===== src/rtl/irqc_pkg.sv =====
package irqc_pkg;
  localparam int NUM_VEC  = 12;
  localparam int BANK_LEN = 6;
  localparam int NUM_XTRA = 2;
  localparam int NUM_FLAG = NUM_VEC + NUM_XTRA;
  localparam int LVL_W    = 2;
  localparam int NUM_LVL  = 1 << LVL_W;
  localparam int ADDR_W   = 16;
  localparam int VIDX_W   = $clog2(NUM_VEC);
  localparam int STRIDE   = 8;
  localparam logic [ADDR_W-1:0] BANK0_BASE = 16'h0003;
  localparam logic [ADDR_W-1:0] BANK1_BASE = 16'h0043;
  // vectors whose flags are merged and left for software to clear
  localparam int SHARED_A = 4;
  localparam int SHARED_B = 5;
  localparam logic [NUM_VEC-1:0] HW_CLR_MASK = 12'hFCF;

  function automatic logic [ADDR_W-1:0] vec_addr(input int idx);
    if (idx < BANK_LEN) return BANK0_BASE + ADDR_W'(STRIDE * idx);
    return BANK1_BASE + ADDR_W'(STRIDE * (idx - BANK_LEN));
  endfunction

  function automatic int flag_owner(input int f);
    if (f < NUM_VEC) return f;
    if (f == NUM_VEC) return SHARED_A;
    return SHARED_B;
  endfunction
endpackage


===== src/rtl/irqc_flag_bank.sv =====
module irqc_flag_bank
  import irqc_pkg::*;
(
  input  logic                clk,
  input  logic                rst,
  input  logic [NUM_FLAG-1:0] set_i,
  input  logic [NUM_FLAG-1:0] clr_i,
  input  logic                hw_clr_en,
  input  logic [VIDX_W-1:0]   hw_clr_idx,
  output logic [NUM_FLAG-1:0] flags_q,
  output logic [NUM_FLAG-1:0] flags_n,
  output logic [NUM_VEC-1:0]  vec_req_n
);
  logic [NUM_FLAG-1:0] hwc;

  for (genvar f = 0; f < NUM_FLAG; f++) begin : g_hwc
    if (f < NUM_VEC) begin : g_prim
      assign hwc[f] = hw_clr_en && HW_CLR_MASK[f] && (hw_clr_idx == VIDX_W'(f));
    end else begin : g_xtra
      assign hwc[f] = 1'b0;
    end
  end

  assign flags_n = (flags_q & ~(clr_i | hwc)) | set_i;

  always_comb begin
    vec_req_n = '0;
    for (int f = 0; f < NUM_FLAG; f++)
      vec_req_n[flag_owner(f)] = vec_req_n[flag_owner(f)] | flags_n[f];
  end

  always_ff @(posedge clk) begin
    if (rst) flags_q <= '0;
    else     flags_q <= flags_n;
  end

  for (genvar f = 0; f < NUM_FLAG; f++) begin : g_chk
    assert_set_wins_R3: assert property (@(posedge clk) disable iff (rst)
      set_i[f] |=> flags_q[f]);
    if (f < NUM_VEC) begin : g_hw
      assert_hw_clear_R9: assert property (@(posedge clk) disable iff (rst)
        (hw_clr_en && hw_clr_idx == VIDX_W'(f) && !set_i[f] && HW_CLR_MASK[f]) |=> !flags_q[f]);
    end
  end
endmodule


===== src/rtl/irqc_level_stack.sv =====
module irqc_level_stack
  import irqc_pkg::*;
(
  input  logic               clk,
  input  logic               rst,
  input  logic               push,
  input  logic [LVL_W-1:0]   push_lvl,
  input  logic               pop,
  output logic [NUM_LVL-1:0] stk_q,
  output logic [NUM_LVL-1:0] stk_n,
  output logic [LVL_W-1:0]   top_n,
  output logic               busy_n
);
  logic [LVL_W-1:0]   top_q;
  logic [NUM_LVL-1:0] pop_mask;
  logic [NUM_LVL-1:0] push_mask;

  always_comb begin
    top_q = '0;
    for (int i = 0; i < NUM_LVL; i++)
      if (stk_q[i]) top_q = LVL_W'(i);
  end

  assign pop_mask  = (pop && |stk_q) ? (NUM_LVL'(1) << top_q) : '0;
  assign push_mask = push ? (NUM_LVL'(1) << push_lvl) : '0;
  assign stk_n     = (stk_q & ~pop_mask) | push_mask;
  assign busy_n    = |stk_n;

  always_comb begin
    top_n = '0;
    for (int i = 0; i < NUM_LVL; i++)
      if (stk_n[i]) top_n = LVL_W'(i);
  end

  always_ff @(posedge clk) begin
    if (rst) stk_q <= '0;
    else     stk_q <= stk_n;
  end

  assert_pop_one_R10: assert property (@(posedge clk) disable iff (rst)
    (pop && !push && |stk_q) |=> ($countones(stk_q) + 1 == $countones($past(stk_q))));
  assert_push_mark_R9: assert property (@(posedge clk) disable iff (rst)
    push |=> stk_q[$past(push_lvl)]);
endmodule


===== src/rtl/irqc_arbiter.sv =====
module irqc_arbiter
  import irqc_pkg::*;
(
  input  logic [NUM_VEC-1:0] vec_req,
  input  logic [NUM_VEC-1:0] vec_en,
  input  logic               glob_en,
  input  logic [NUM_VEC-1:0] prio_hi,
  input  logic [NUM_VEC-1:0] prio_lo,
  input  logic [NUM_LVL-1:0] stk,
  output logic               win_valid,
  output logic [VIDX_W-1:0]  win_idx,
  output logic [LVL_W-1:0]   win_lvl
);
  logic [LVL_W-1:0]   lvl [NUM_VEC];
  logic [NUM_VEC-1:0] elig;

  for (genvar v = 0; v < NUM_VEC; v++) begin : g_vec
    assign lvl[v]  = {prio_hi[v], prio_lo[v]};
    assign elig[v] = vec_req[v] && vec_en[v] && glob_en && ((stk >> lvl[v]) == '0);
  end

  // scan from the top index down so that a tie keeps the lower index
  always_comb begin
    win_valid = 1'b0;
    win_idx   = '0;
    win_lvl   = '0;
    for (int i = NUM_VEC - 1; i >= 0; i--) begin
      if (elig[i] && (!win_valid || lvl[i] >= win_lvl)) begin
        win_valid = 1'b1;
        win_idx   = VIDX_W'(i);
        win_lvl   = lvl[i];
      end
    end
  end
endmodule


===== src/rtl/irqc_vector_ctrl.sv =====
module irqc_vector_ctrl
  import irqc_pkg::*;
(
  input  logic                clk,
  input  logic                rst,
  input  logic [NUM_FLAG-1:0] flag_set,
  input  logic [NUM_FLAG-1:0] flag_clr,
  input  logic [NUM_VEC-1:0]  vec_en,
  input  logic                glob_en,
  input  logic [NUM_VEC-1:0]  prio_hi,
  input  logic [NUM_VEC-1:0]  prio_lo,
  input  logic                irq_ack,
  input  logic                irq_ret,
  output logic                irq,
  output logic [ADDR_W-1:0]   irq_vec,
  output logic [LVL_W-1:0]    act_lvl,
  output logic                in_svc,
  output logic [NUM_FLAG-1:0] flags
);
  logic                irq_q;
  logic [ADDR_W-1:0]   vec_q;
  logic [VIDX_W-1:0]   win_idx_q;
  logic [LVL_W-1:0]    win_lvl_q;
  logic [LVL_W-1:0]    act_lvl_q;
  logic                busy_q;
  logic                ack_eff;
  logic [NUM_FLAG-1:0] flags_q, flags_n;
  logic [NUM_VEC-1:0]  vec_req_n;
  logic [NUM_LVL-1:0]  stk_q, stk_n;
  logic [LVL_W-1:0]    top_n;
  logic                busy_n;
  logic                win_valid;
  logic [VIDX_W-1:0]   win_idx;
  logic [LVL_W-1:0]    win_lvl;

  assign ack_eff = irq_ack && irq_q;

  irqc_flag_bank u_flags (
    .clk        (clk),
    .rst        (rst),
    .set_i      (flag_set),
    .clr_i      (flag_clr),
    .hw_clr_en  (ack_eff),
    .hw_clr_idx (win_idx_q),
    .flags_q    (flags_q),
    .flags_n    (flags_n),
    .vec_req_n  (vec_req_n)
  );

  irqc_level_stack u_stack (
    .clk      (clk),
    .rst      (rst),
    .push     (ack_eff),
    .push_lvl (win_lvl_q),
    .pop      (irq_ret),
    .stk_q    (stk_q),
    .stk_n    (stk_n),
    .top_n    (top_n),
    .busy_n   (busy_n)
  );

  irqc_arbiter u_arb (
    .vec_req   (vec_req_n),
    .vec_en    (vec_en),
    .glob_en   (glob_en),
    .prio_hi   (prio_hi),
    .prio_lo   (prio_lo),
    .stk       (stk_n),
    .win_valid (win_valid),
    .win_idx   (win_idx),
    .win_lvl   (win_lvl)
  );

  always_ff @(posedge clk) begin
    if (rst) begin
      irq_q     <= 1'b0;
      vec_q     <= '0;
      win_idx_q <= '0;
      win_lvl_q <= '0;
      act_lvl_q <= '0;
      busy_q    <= 1'b0;
    end else begin
      irq_q     <= win_valid;
      vec_q     <= win_valid ? vec_addr(int'(win_idx)) : '0;
      win_idx_q <= win_idx;
      win_lvl_q <= win_lvl;
      act_lvl_q <= top_n;
      busy_q    <= busy_n;
    end
  end

  assign irq     = irq_q;
  assign irq_vec = vec_q;
  assign act_lvl = act_lvl_q;
  assign in_svc  = busy_q;
  assign flags   = flags_q;

  assert_global_mask_R6: assert property (@(posedge clk) disable iff (rst)
    !glob_en |=> !irq_q);
  assert_strict_preempt_R8: assert property (@(posedge clk) disable iff (rst)
    (irq_q && busy_q) |-> (win_lvl_q > act_lvl_q));
  assert_idle_ack_R12: assert property (@(posedge clk) disable iff (rst)
    (irq_ack && !irq_q && !irq_ret) |=> (stk_q == $past(stk_q)));
  assert_busy_match_R8: assert property (@(posedge clk) disable iff (rst)
    busy_q == (stk_q != '0));
endmodule


===== config.mk =====
export PLATFORM = sky130hd
export DESIGN_NAME = irqc_vector_ctrl
export DESIGN_NICKNAME = d
export VERILOG_FILES = /design/src/rtl/irqc_pkg.sv /design/src/rtl/irqc_flag_bank.sv /design/src/rtl/irqc_level_stack.sv /design/src/rtl/irqc_arbiter.sv /design/src/rtl/irqc_vector_ctrl.sv
export SDC_FILE = /design/constraint.sdc
export NUM_CORES = 1
export LEC_CHECK = 0
export BUFFER_PORTS_ARGS = -buffer_cell sky130_fd_sc_hd__buf_2
export CORE_MARGIN = 1.5
export CORE_UTILIZATION = 45
export DETAILED_ROUTE_END_ITERATION = 7
export PLACE_DENSITY = 0.86
export SLEW_MARGIN = 10
export SYNTH_ARGS = -nofsm -noshare
export SYNTH_HDL_FRONTEND = slang
export SYNTH_SLANG_ARGS = --single-unit

===== constraint.sdc =====
create_clock -name clk -period 16.2 [get_ports clk]
set_clock_uncertainty 0.15 [all_clocks]
set_input_delay 0.81 -clock clk [delete_from_list [all_inputs] [get_ports clk]]
set_output_delay 0.81 -clock clk [all_outputs]
set_load 0.005 [all_outputs]

==> impl_results.md <==
- Routed WL: 11,300 microns
- Seq/Total Area, Yosys: 22.6%
- DR DRC count: 0
- Final min period: about 16 ns
- Worst EP required: 16.25 ns
- EDFF count, synth: 0
- H-tree levels: 2
- Die Area: between 7000 and 8000 sq um
- #FFs+latches synth: 35
- Slew Viols, Final: 0
- Critical path buffers and inverters: 8
- Final hold viol count: 0
- Core Util, Final: a little over three fifths
- Number of global-route vias before repair: 3,337
- RR Startpoint: u_stack.stk_q[2]
- Asr flop ratio synth: 0%
- Cell family with most CP delay: compound AO/OA/AOI/OAI gates
- Io pins: 103
- GRT Total Usage: roughly 26%
- Ys flop type: dfxtp_1
- Final setup vio count: 0
- Clock Tree Buf Depth: 2
- Syn_nets: 483
- Area grow syn2layout: 37.1%
- Cell area after synthesis: roughly 3100 sq um
- Num CTS Buffers: 5
- Critical Path End Type: flip-flop
- Max-slew headroom: 55.4%
- DRT iter0 DRCs: between 200 and 300
- Fin area: around 4200 sq um
- CP Class: input port to flip-flop
- Layout Nets: 616
- CTS tree: built
- Max-cap violations: 0
- Slowest stage delay, CP: between 0.4 and 0.5 ns
- CP Max Fanout: 6
- Critical path origin: irq_ret
- Antenna violations before repair: 0
- Worst Tran Pin Value: roughly 0.67 ns
- Starting Density: 46.1%
- CP most frequent cell: ha_1
- YS warnings: 0
- Global route overflow: 0
- Num rows: 30
- DR vias: 3,809
- Antenna diode count: 0
- Die height: between 80 and 90 microns
- Clock transition at the registers of the reported paths: 0.08 ns
- Fin crit share: 99.9%
- Routed vias/inst: 6.31
- RePlAce Congestion: between 0.9 and 1
- Core box area: 6720 sq um
- Clk_lat worst skew: roughly 0.30 ns
- Clk sink count: 35
- Startpoint Class: input port
- CP max stage cell: or3b_4
- Worst min path class: flip-flop to flip-flop
- Clock root buffer: clkbuf_8
- Power Dens Cells: approximately 88 nW/um^2
- Chip width: 85.9 microns
- Post-route ant nets: 0
- Pwr Total: 0.000372 W
- Count of input and output buffers: 101
- Post-Synthesis Cells: 391
- CP arrival: between 15 and 20 ns
- Distinct cells, synth: 76
- DRT Pass-1 Iters: 7
- HPWL after DPL: 7370 microns
- First-pass GRT wire length: 15,200 microns
- Hold Path Origin: u_flags.flags_q[13]
- Largest net degree at the start of global routing: 33
- Worst VDD drop: 0.0502 mV
- Achievable Freq: 61.8 MHz
- Leakage power: about 2.0 nW
- Mean Syn Cell Area: approximately 8 sq um
- DR WL/cell: 18.7 microns
- Placed Area: ~3700 sq um
- Outcome: completed
- Ratio of cells with drive above 1 in the final layout: 39.5%
-- metrics by stage --
step	cells	setup WS (ns)	setup TNS (ns)	hold WS, ns
2_1_floorplan	391	0.180	0	0.342
4_1_cts	579	0.0153	0	0.388
3_5_place_dp	571	-0.509	-1.27	0.369
3_3_place_gp	571	-0.0443	-0.0443	0.366
5_1_grt	604	-0.630	-2.69	0.408
6_report	604	0.0157	0	0.377
-- synth_stat cells (all sizes together), types with 5 or more instances --
cell type  number  share of area [%]
a21o           13                3.2
o21a            5                1.2
ha             23                9.3
and2            6                1.2
a31oi           7                1.4
a211o           6                1.7
dfxtp          35                 23
nand2b         15                3.0
nand2          14                1.8
nand3          12                1.9
inv            35                4.2
a211oi         13                3.5
buf            10                2.3
o21ai          17                2.9
clkbuf          6               0.73
nor2           43                5.2
a21oi          26                4.7
o211ai         13                3.3
nor3           12                2.3
and3            6                1.2
a21boi          5                1.2
-- state kept, by name, summed over array words and instances (netlist names) --
| signal | count |
|---|---|
| u_flags.flags_q | 14 |
| irq_vec | 7 |
| u_stack.stk_q | 4 |
| win_idx_q | 4 |
| act_lvl | 2 |
| win_lvl_q | 2 |
| in_svc | 1 |
| irq | 1 |
-- per-layer routing --
layer  vias to the layer above  track usage (%)  share of wire (%)
li1                       1727                -                  -
met1                      1754             31.6                 38
met2                       267             44.0                 48
met3                        61             3.66                8.5
met4                         0             11.7                5.1
met5                         -                0                  0
-- cell families after synthesis --
family                   Yosys count  synth area share, %
AO/OA/AOI/OAI                    139                 34.3
XOR/XNOR                           2                0.566
adder cells (fa/ha/maj)           23                 9.30
buffers and inverters             51                 7.28
flip-flops                        35                 22.6
multiplexers                       5                 1.70
other                              1                0.121
AND/OR/NAND/NOR                  135                 24.1
-- worst reg2reg max path, delay by kind of cell, from the launching register on --
family	cells	cell delay [ns]
adders and majority gates	14	3.83
buffers and inverters	7	0.80
DFF	1	0.39
muxes	2	0.66
AOI/OAI and AO/OA	35	6.34
and+or+nand+nor	22	3.71
-- placed cells by master, fill, tap and decap left out, types with 4 or more instances in the layout --
cell      count
a211o_1       6
a211oi_1      7
a211oi_2      6
a21boi_0      4
a21o_1       13
a21oi_1      19
a21oi_2       6
a31oi_1       7
and2_1        5
and3_1        5
and4b_1       4
buf_2       101
buf_4        39
clkbuf_8      6
dfxtp_1      35
ha_1         21
inv_1        35
nand2_1      12
nand2b_1     14
nand3_1      11
nor2_1       41
nor2b_1       4
nor3_1       10
o211ai_1     12
o21a_1        4
o21ai_0       6
o21ai_1       4
o21ai_2       6
-- worst paths after layout --
check                        endpoint  slack, ns  cells after the start
hold reg to reg   u_flags.flags_q[13]       0.38                      2
hold / removal    u_flags.flags_q[13]       0.38                      2
setup reg to reg           irq_vec[7]       0.23                     80
setup / recovery           irq_vec[7]       0.02                     81
-- power breakdown --
group / leakage [nW] / internal [W] / total, W / switching (W)
registers: 0.289 / 0.0000968 / 0.000106 / 0.00000916
logic: 1.71 / 0.0000926 / 0.000199 / 0.000106
clock network: 0.0470 / 0.0000334 / 0.0000670 / 0.0000336
-- final cells by class --
class / instances / area [sq um]
Tap cell: 80 / 100
Multi-Input combinational cell: 305 / 2400
Clock buffer: 6 / 82.6
Timing Repair Buffer: 142 / 821
Fill cell: 546 / 2480
Sequential cell: 35 / 701
Clock inverter: 1 / 5.00
Inverter: 35 / 131
-- timing repair --
action,CTS,global route
hold buffers,0,0
cloned,0,0
setup buffers,1,25
setup endpoints to repair,2,7
pin swaps,2,33
gates resized for setup,17,34
Note: power is estimated with default switching activity, not from simulation.
